## config.mk

```make
export PLATFORM = sky130hd
export DESIGN_NAME = circ_align_unit
export DESIGN_NICKNAME = d
export VERILOG_FILES = /design/src/rtl/circ_align_pkg.sv /design/src/rtl/circ_addr_gen.sv /design/src/rtl/circ_lane_rotator.sv /design/src/rtl/circ_wb_align.sv /design/src/rtl/circ_align_unit.sv
export SDC_FILE = /design/constraint.sdc
export NUM_CORES = 1
export LEC_CHECK = 0
export ABC_AREA = 1
export BUFFER_PORTS_ARGS = -buffer_cell sky130_fd_sc_hd__buf_2
export CORE_MARGIN = 5
export CORE_UTILIZATION = 40
export CTS_CLUSTER_DIAMETER = 60
export DETAILED_ROUTE_END_ITERATION = 8
export GPL_TIMING_DRIVEN = 0
export PLACE_DENSITY_LB_ADDON = 0.15
export SLEW_MARGIN = 10
export SYNTH_ARGS = -nofsm -noshare
export SYNTH_HDL_FRONTEND = slang
export SYNTH_SLANG_ARGS = --single-unit
```

## constraint.sdc

```tcl
create_clock -name clk -period 2.74 [get_ports clk]
set_input_delay 0.548 -clock clk [delete_from_list [all_inputs] [get_ports clk]]
set_output_delay 0.548 -clock clk [all_outputs]
set_load 0.03 [all_outputs]
```

## src/rtl/circ_align_pkg.sv

```systemverilog
package circ_align_pkg;

    parameter int unsigned CIRC_SIZE = 256;
    parameter int unsigned LANES     = 4;
    parameter int unsigned MSG_W     = 8;

    localparam int unsigned WORDS = CIRC_SIZE / LANES;
    localparam int unsigned AW    = $clog2(WORDS);
    localparam int unsigned LW    = $clog2(LANES);
    localparam int unsigned VW    = LANES * MSG_W;
    localparam int unsigned OFF_W = $clog2(CIRC_SIZE);

    typedef enum logic {
        ORD_VAR = 1'b0,
        ORD_CHK = 1'b1
    } order_e;

    typedef struct packed {
        order_e          ord;
        logic [AW-1:0]   wshift;
        logic [LW-1:0]   lshift;
    } trav_cfg_t;

    function automatic trav_cfg_t make_cfg(input order_e o, input logic [OFF_W-1:0] off);
        trav_cfg_t c;
        c.ord = o;
        if (o == ORD_CHK) begin
            c.wshift = off[OFF_W-1:LW];
            c.lshift = off[LW-1:0];
        end else begin
            c.wshift = '0;
            c.lshift = '0;
        end
        return c;
    endfunction

endpackage

```

## src/rtl/circ_addr_gen.sv

```systemverilog
module circ_addr_gen
    import circ_align_pkg::*;
(
    input  logic              clk,
    input  logic              rst,
    input  logic              start,
    input  order_e            order_sel,
    input  logic [OFF_W-1:0]  offset,
    output logic              ren,
    output logic [AW-1:0]     raddr_a,
    output logic [AW-1:0]     raddr_b,
    output logic [AW-1:0]     issue_step,
    output trav_cfg_t         cfg_q,
    output logic              rd_valid,
    output logic [AW-1:0]     rd_step,
    output logic [LW-1:0]     rd_lshift
);

    localparam logic [AW-1:0] LAST_STEP = AW'(WORDS - 1);

    logic          running;
    logic [AW-1:0] step_q;

    always_ff @(posedge clk) begin
        if (rst) begin
            running   <= 1'b0;
            step_q    <= '0;
            cfg_q     <= '0;
            rd_valid  <= 1'b0;
            rd_step   <= '0;
            rd_lshift <= '0;
        end else begin
            rd_valid  <= running;
            rd_step   <= step_q;
            rd_lshift <= cfg_q.lshift;
            if (!running) begin
                if (start) begin
                    running <= 1'b1;
                    step_q  <= '0;
                    cfg_q   <= make_cfg(order_sel, offset);
                end
            end else begin
                step_q <= step_q + 1'b1;
                if (step_q == LAST_STEP) begin
                    running <= 1'b0;
                end
            end
        end
    end

    always_comb begin
        ren        = running;
        issue_step = step_q;
        raddr_a    = step_q + cfg_q.wshift;
        raddr_b    = raddr_a + 1'b1;
    end

endmodule

```

## src/rtl/circ_lane_rotator.sv

```systemverilog
module circ_lane_rotator
    import circ_align_pkg::*;
(
    input  logic [VW-1:0]  word_a,
    input  logic [VW-1:0]  word_b,
    input  logic [LW-1:0]  lshift,
    output logic [VW-1:0]  vec
);

    for (genvar j = 0; j < LANES; j++) begin : g_lane
        logic [LW:0] src;
        assign src = (LW+1)'(j) + {1'b0, lshift};
        assign vec[j*MSG_W +: MSG_W] = src[LW] ? word_b[src[LW-1:0]*MSG_W +: MSG_W]
                                               : word_a[src[LW-1:0]*MSG_W +: MSG_W];
    end

endmodule

```

## src/rtl/circ_wb_align.sv

```systemverilog
module circ_wb_align
    import circ_align_pkg::*;
(
    input  logic              clk,
    input  logic              rst,
    input  logic              wb_valid,
    input  logic [AW-1:0]     wb_step,
    input  logic [VW-1:0]     wb_data,
    input  trav_cfg_t         cfg,
    output logic [AW-1:0]     waddr_a,
    output logic [VW-1:0]     wdata_a,
    output logic [LANES-1:0]  wbe_a,
    output logic [AW-1:0]     waddr_b,
    output logic [VW-1:0]     wdata_b,
    output logic [LANES-1:0]  wbe_b
);

    logic [VW-1:0]    nxt_data_a, nxt_data_b;
    logic [LANES-1:0] nxt_be_a, nxt_be_b;
    logic [AW-1:0]    nxt_addr_a;

    // For each byte position of the target words, find which processing lane feeds it.
    for (genvar p = 0; p < LANES; p++) begin : g_byte
        logic [LW:0]    diff;
        logic [MSG_W-1:0] src_msg;
        assign diff    = (LW+1)'(p) + (LW+1)'(LANES) - {1'b0, cfg.lshift};
        assign src_msg = wb_data[diff[LW-1:0]*MSG_W +: MSG_W];
        assign nxt_be_a[p] = diff[LW];
        assign nxt_be_b[p] = ~diff[LW];
        assign nxt_data_a[p*MSG_W +: MSG_W] = diff[LW] ? src_msg : '0;
        assign nxt_data_b[p*MSG_W +: MSG_W] = diff[LW] ? '0 : src_msg;
    end

    assign nxt_addr_a = wb_step + cfg.wshift;

    always_ff @(posedge clk) begin
        if (rst) begin
            waddr_a <= '0;
            waddr_b <= '0;
            wdata_a <= '0;
            wdata_b <= '0;
            wbe_a   <= '0;
            wbe_b   <= '0;
        end else if (wb_valid) begin
            waddr_a <= nxt_addr_a;
            waddr_b <= nxt_addr_a + 1'b1;
            wdata_a <= nxt_data_a;
            wdata_b <= nxt_data_b;
            wbe_a   <= nxt_be_a;
            wbe_b   <= nxt_be_b;
        end else begin
            wbe_a   <= '0;
            wbe_b   <= '0;
        end
    end

endmodule

```

## src/rtl/circ_align_unit.sv

```systemverilog
module circ_align_unit
    import circ_align_pkg::*;
(
    input  logic              clk,
    input  logic              rst,
    input  logic              start,
    input  logic              order_sel,
    input  logic [OFF_W-1:0]  offset,
    output logic              mem_ren,
    output logic [AW-1:0]     mem_raddr_a,
    output logic [AW-1:0]     mem_raddr_b,
    input  logic [VW-1:0]     mem_rdata_a,
    input  logic [VW-1:0]     mem_rdata_b,
    output logic              vec_valid,
    output logic [AW-1:0]     vec_step,
    output logic [VW-1:0]     vec_data,
    input  logic              wb_valid,
    input  logic [AW-1:0]     wb_step,
    input  logic [VW-1:0]     wb_data,
    output logic [AW-1:0]     mem_waddr_a,
    output logic [VW-1:0]     mem_wdata_a,
    output logic [LANES-1:0]  mem_wbe_a,
    output logic [AW-1:0]     mem_waddr_b,
    output logic [VW-1:0]     mem_wdata_b,
    output logic [LANES-1:0]  mem_wbe_b
);

    trav_cfg_t     cfg_q;
    logic [AW-1:0] issue_step;
    logic [LW-1:0] rd_lshift;

    circ_addr_gen u_addr (
        .clk        (clk),
        .rst        (rst),
        .start      (start),
        .order_sel  (order_e'(order_sel)),
        .offset     (offset),
        .ren        (mem_ren),
        .raddr_a    (mem_raddr_a),
        .raddr_b    (mem_raddr_b),
        .issue_step (issue_step),
        .cfg_q      (cfg_q),
        .rd_valid   (vec_valid),
        .rd_step    (vec_step),
        .rd_lshift  (rd_lshift)
    );

    circ_lane_rotator u_rot (
        .word_a (mem_rdata_a),
        .word_b (mem_rdata_b),
        .lshift (rd_lshift),
        .vec    (vec_data)
    );

    circ_wb_align u_wb (
        .clk      (clk),
        .rst      (rst),
        .wb_valid (wb_valid),
        .wb_step  (wb_step),
        .wb_data  (wb_data),
        .cfg      (cfg_q),
        .waddr_a  (mem_waddr_a),
        .wdata_a  (mem_wdata_a),
        .wbe_a    (mem_wbe_a),
        .waddr_b  (mem_waddr_b),
        .wdata_b  (mem_wdata_b),
        .wbe_b    (mem_wbe_b)
    );

endmodule

```

==> flow_summary.toml, run 1 <==
[min_path]
hp-start = "offset[2]"
hold_end = "u_addr.cfg_q[2]"
hold_path_depth = 3
min_path_type = "in -> reg"

[setup_path]
regToRegEndpoint = "u_wb.wdata_a[1]"
cp.required_ps = 2190
cpPeakStageDelay_ps = 360
crit_path_top_delay_cell = "dfxtp_4"
cp-start-kind = "flip-flop"
reg2reg_slack_ps = 600
critical_path_arrival_ps = 2150
crit_top_cell = "buf_2"
r2r_cells = 8
crit_path_end_kind = "primary output"
path_delay_family = "buffers and inverters"
crit_buf_inv = 5
crit_chain = "clkinvlp_4 -> buf_4 -> buf_2 -> buf_2 -> a21oi_1 -> a31oi_1 -> buf_2"
reg2reg_from = "u_addr.cfg_q[0]"
crit_type = "reg -> out"
cp_max_fo = 11

[pwr]
power_leakage_nw = 4.02
power_density_nw_per_um2 = 489
irDropWorstVdd_mv = 0.326
finalPower_mw = 3.95

[yosys]
synth_top_cell_by_area = "dfxtp_1"
syn-cell-area_um2 = 6070
synth_seq_cells = 99
netlist_top_cells_area = "dfxtp_1 33%, o21ai_0 13%, nand2_1 10%"
yosys_warnings = 0
synth_top_area_share_pct = 32.6
synth_commonest_cells = "168 x nand2_1, 159 x o21ai_0, 99 x dfxtp_1"
syn-instance-count = 918
ys_types = 38
synth.most_common_cell = "nand2_1"
ys.flop_type = "dfxtp_1"
syn_area_per_cell_um2 = 6.61
async_reset_ff_share_pct = 0
ys_seq_area_share_pct = 32.6
synth_edf_count = 0

[sta]
max_slew.worst_pin.slew_ps = 606
fin_skew_ps = 6.86
final_max_slew_viol_count = 0
fin_crit_ps = 2700
finalHoldViolations = 0
post-route-period-util_pct = 98.5
max_freq_mhz = 371
setup_viol = 0
slew_headroom_pct = 59.6

[placement]
numPortBuffers = 240
dp_hpwl_mm = 18.3
gp_congestion = 0.972

[global_routing]
grt_pass1_wl_mm = 36.1
grt.overflow.total = 0
antenna_found_initial = 0
grt_util_all_layers_pct = 25.2
grt_max_degree = 17
first_global_vias = 6918

[drt]
viasPerCell = 5.36
drt_first_pass_iters = 6
antenna_left = 0
wl_mm = 23.7
via_count = 7371
drtIter0Drc = 836
post_drt_wl_per_cell_um = 17.2
drc = 0

[floorplan]
die_area_um2 = 17700
chipHeight_um = 133
ios = 251
rows = 45
chipWidth_um = 133
core_um2 = 15000
initial_core_util_pct = 40.4

[clock_network]
insertion_delay_ps = 350
clkSinkCount = 99
htree_levels = 3
path_clk_slew_ps = 70
cts.path.max_buffers = 2
cts_hold_buf = 0
cts_buffers = 9
cts_tree = "built"
cts-root-buf = "clkbuf_16"

[cells_and_area]
drive_gt1_share_pct = 29.5
synthToLayoutAreaGrowth_pct = 33.2
post-route-util_pct = 53.8
fillers = 1532
antennaDiodeCount = 0
fin_nets = 1317

[job]
cap_violations = 0

[run_status]
status = "finished clean"
-- through the flow --
step	hold WS (ps)	setup TNS, ps	instances	area (um^2)	setup slack, ps
after floorplan	458	0	926	6100	89.1
after global placement	453	-4090	1354	7540	-362
after detailed placement	455	-4300	1354	7540	-366
after CTS	430	0	1375	7970	4.48
after global routing	439	-15.6	1375	8090	-10.3
final	439	0	1375	8090	41.5
-- logic make-up after synthesis --
kind of cell	Yosys count	synth area share, %
muxes	4	0.660
other	1	0.0618
adders and majority gates	19	4.16
AOI/OAI and AO/OA	300	26.8
buffers and inverters	157	11.3
xor gates and xnor gates	11	1.71
and+or+nand+nor	327	22.7
DFF	99	32.6
-- state kept, by name, indices dropped and copies added (netlist names) --
signal             cells
u_wb.wbe_b             3
u_addr.rd_lshift       2
u_addr.rd_step         6
u_wb.wdata_a          32
u_addr.ren             1
u_addr.rd_valid        1
u_wb.waddr_a           6
u_addr.issue_step      6
u_wb.wdata_b          24
u_addr.cfg_q           8
u_wb.wbe_a             4
u_wb.waddr_b           6
-- layout by cell type, fill, tap and decap left out, types with 9 or more instances in the layout --
cell type,synthesis,layout
buf_2,26,252
nand2_1,168,168
o21ai_0,159,154
dfxtp_1,99,94
inv_1,86,81
a21oi_1,80,78
nand3_1,75,74
nor2_1,65,65
buf_4,16,32
a31oi_1,17,17
o211ai_1,17,17
o21ai_1,11,16
ha_1,17,14
clkbuf_1,20,12
inv_2,6,9
a32o_1,9,9
conb_1,1,9
clkbuf_16,0,9
-- per-layer routing --
metal,track usage (%),wire [um],up-vias
li1,-,-,3613
met1,32.1,9980,3278
met2,40.7,10600,411
met3,5.85,2210,69
met4,11.3,843,0
met5,0,0,-
-- area by class of cell --
| type | instances | area [um^2] | area share [%] |
|---|---|---|---|
| tap | 188 | 235 | 2.91 |
| multi-input combinational | 670 | 3530 | 43.6 |
| clock buffer | 10 | 239 | 2.96 |
| sequential | 99 | 2000 | 24.7 |
| timing repair buffer | 248 | 1290 | 15.9 |
| clock inverter | 5 | 62.6 | 0.774 |
| inverter | 93 | 358 | 4.43 |
| buffer | 62 | 384 | 4.75 |
-- worst min-delay path, delay by kind of cell --
family | cells | cell delay, ps
compound gates | 1 | 70
buf+inv | 2 | 140
-- worst max path at each step --
stage                                    start  cells past startpoint              to  slack (ps)
final                      u_addr.rd_lshift[0]                      7    vec_data[12]          40
after global routing           u_addr.cfg_q[3]                      7  mem_raddr_b[4]         -10
after CTS                      u_addr.cfg_q[2]                      9  mem_raddr_b[5]           4
after detailed placement   u_addr.rd_lshift[1]                      8    vec_data[29]        -370
after global placement     u_addr.rd_lshift[1]                      8    vec_data[24]        -360
after floorplan           u_addr.issue_step[0]                      7  mem_raddr_b[4]          90
-- power by group --
| part | switching [mW] | total [mW] | leakage (nW) | internal (mW) |
|---|---|---|---|---|
| Sequential | 0.0463 | 1.56 | 0.813 | 1.51 |
| Combinational | 0.753 | 1.11 | 3.06 | 0.352 |
| Clock | 0.559 | 1.29 | 0.141 | 0.732 |
| Total | 1.36 | 3.95 | 4.02 | 2.60 |
-- repair_timing --
item                                    CTS  global route
gates resized for setup                  35            44
pin swaps                                 3             7
endpoints found under the setup margin   19            20
buffers inserted                          7             1
(Power assumes the default switching activity.)
==> run 2: changes to the inputs <==
--- a/config.mk
+++ b/config.mk
@@ -8,7 +8,7 @@
 export ABC_AREA = 1
 export BUFFER_PORTS_ARGS = -buffer_cell sky130_fd_sc_hd__buf_2
 export CORE_MARGIN = 5
-export CORE_UTILIZATION = 40
+export CORE_UTILIZATION = 49
 export CTS_CLUSTER_DIAMETER = 60
 export DETAILED_ROUTE_END_ITERATION = 8
 export GPL_TIMING_DRIVEN = 0
==> constraint.sdc (replaced) <==
create_clock -name clk -period 2.74 [get_ports clk]
set_input_delay 0.548 -clock clk [delete_from_list [all_inputs] [get_ports clk]]
set_output_delay 0.548 -clock clk [all_outputs]
set_load 0.01 [all_outputs]
==> run 2 against run 1 <==
Against the previous run:
- wire length down 4.0%
- total power down 4.1%
- design area down 1.1%
- clock skew up 0.55 ps
- register-to-register slack worse by 90 ps
- core utilization up 13 points
- sequential cell count unchanged
- largest cell class unchanged
==> flow_summary.toml, run 2 (same netlist as run 1, synthesis figures left out) <==
[run_status]
status = "finished clean"

[setup_path]
reg2reg_slack_ps = 510
crit_path_top_delay_cell = "dfxtp_2"
critical_path_arrival_ps = 2120
crit_cells = 10
worstSetupStartpoint = "u_addr.rd_lshift[0]"
crit_path_end_kind = "primary output"
cpPeakStageDelay_ps = 350
crit_type = "reg -> out"
r2r_cells = 8
regToRegEndpoint = "u_wb.wdata_b[1]"
cp.required_ps = 2190
crit_top_cell = "buf_6"
cp_max_fo = 10
reg2reg_from = "u_addr.cfg_q[0]"
path_delay_family = "buffers and inverters"
crit_chain = "inv_2 -> buf_6 -> buf_6 -> ha_4 -> buf_6 -> buf_6 -> a21oi_2 -> o21ai_1 -> a31oi_2 -> buf_2"
crit_buf_inv = 6
cp-start-kind = "flip-flop"

[sta]
max_slew.worst_pin.slew_ps = 601
max_freq_mhz = 374
final_max_slew_viol_count = 0
fin_skew_ps = 7.41
rsz0062_at_grt = "true"
slew_headroom_pct = 59.9
setup_viol = 0
fin_crit_ps = 2670
layout_setup_ws_ps = 68.5
post-route-period-util_pct = 97.5
setup_tns_ps = 0
finalHoldViolations = 0

[clock_network]
htree_levels = 3
insertion_delay_ps = 350
cts.path.max_buffers = 2
cts_tree = "built"
cts_hold_buf = 0
path_clk_slew_ps = 70
cts-root-buf = "clkbuf_16"
cts_buffers = 9
clkSinkCount = 99

[drt]
post_drt_wl_per_cell_um = 16.8
drt_first_pass_iters = 6
drc = 0
via_count = 7463
drtIter0Drc = 851
viasPerCell = 5.51
antenna_left = 0
wl_mm = 22.7

[placement]
dp_hpwl_mm = 17.5
dp_slack_ps = -265
numPortBuffers = 240
placed_cells = 1334
gp_congestion = 0.950
dpl_cell_area_um2 = 7510

[cells_and_area]
top_register = "u_wb.wdata_a"
layout_commonest_cell = "buf_2"
finalNonFillerCells = 1355
fillers = 1155
drive_gt1_share_pct = 29.0
final_cell_mix = "262 x buf_2, 168 x nand2_1, 158 x o21ai_0"
fin_nets = 1316
synthToLayoutAreaGrowth_pct = 31.8
antennaDiodeCount = 0
largest_reg_flops = 32
top_regs = "u_wb.wdata_a (32), u_wb.wdata_b (24), u_addr.cfg_q (8)"
fin_area_um2 = 8000

[global_routing]
grt_util_all_layers_pct = 29.5
antenna_found_initial = 0
grt_pass1_wl_mm = 34.8
grt_max_degree = 20
grt.overflow.total = 0
first_global_vias = 6898

[pwr]
irDropWorstVdd_mv = 0.398
power_density_nw_per_um2 = 474
finalPower_mw = 3.79
power_leakage_nw = 3.99

[floorplan]
ios = 251
initial_core_util_pct = 50.3
chipWidth_um = 121
chipHeight_um = 121
rows = 40
die_area_um2 = 14700
core_um2 = 12100

[job]
cap_violations = 0

[min_path]
hold_end = "u_addr.cfg_q[2]"
hold_path_depth = 3
min_path_type = "in -> reg"
hp-start = "offset[2]"
-- run 2: changes by cell type in the layout (fill, tap and decap cells not counted), sizes merged --
cell / change
clkinv: +1
clkbuf: -2
clkinvlp: -1
inv: +2
-- run 2: what timing repair did --
action,4_1_cts,5_1_grt
buffers inserted,4,1
resized for setup,30,19
pin swaps,2,3
endpoints found under the setup margin,18,17
-- run 2: worst max-delay path by stage --
stage | end | slack [ps]
finish | vec_data[25] | 70
CTS | vec_data[25] | 4
global placement | vec_data[30] | -270
floorplan | vec_data[27] | 450
global route | vec_data[25] | -40
detailed placement | vec_data[25] | -260
-- run 2: through the flow --
step                      hold WS, ps  util (%)
after floorplan                   458         -
after global placement            456      62.3
after detailed placement          466      62.3
after CTS                         430      65.8
after global routing              454      66.3
final                             435      66.3
-- run 2: worst register-to-register path: stages (launching register included) --
cell	delay (ps)
dfxtp_1	410
inv_1	140
buf_2	230
ha_1	300
clkbuf_2	180
inv_1	150
buf_2	200
o21ai_0	350
o21ai_0	150
-- run 2: per-layer routing --
layer	up-vias	global-route usage, %	share of wire, %
li1	3605	-	-
met1	3307	35.4	38
met2	472	48.8	46
met3	79	7.79	11
met4	0	14.3	4.5
met5	-	0	0
-- run 2: final cells by class --
cell class	count	area [um^2]	share of cell area [%]
buffer	64	383	4.78
clock buffer	9	225	2.81
clock inverter	7	97.6	1.22
inverter	93	357	4.46
multi-input combinational	670	3490	43.6
sequential	99	2000	25.0
tap	168	210	2.63
timing repair buffer	245	1240	15.5
-- run 2: power by group --
part	switching [mW]	internal, mW	leakage [nW]	total (mW)
combinational	0.539	0.335	3.02	0.874
sequential	0.0459	1.51	0.813	1.56
clock	0.628	0.734	0.150	1.36
total	1.21	2.58	3.99	3.79
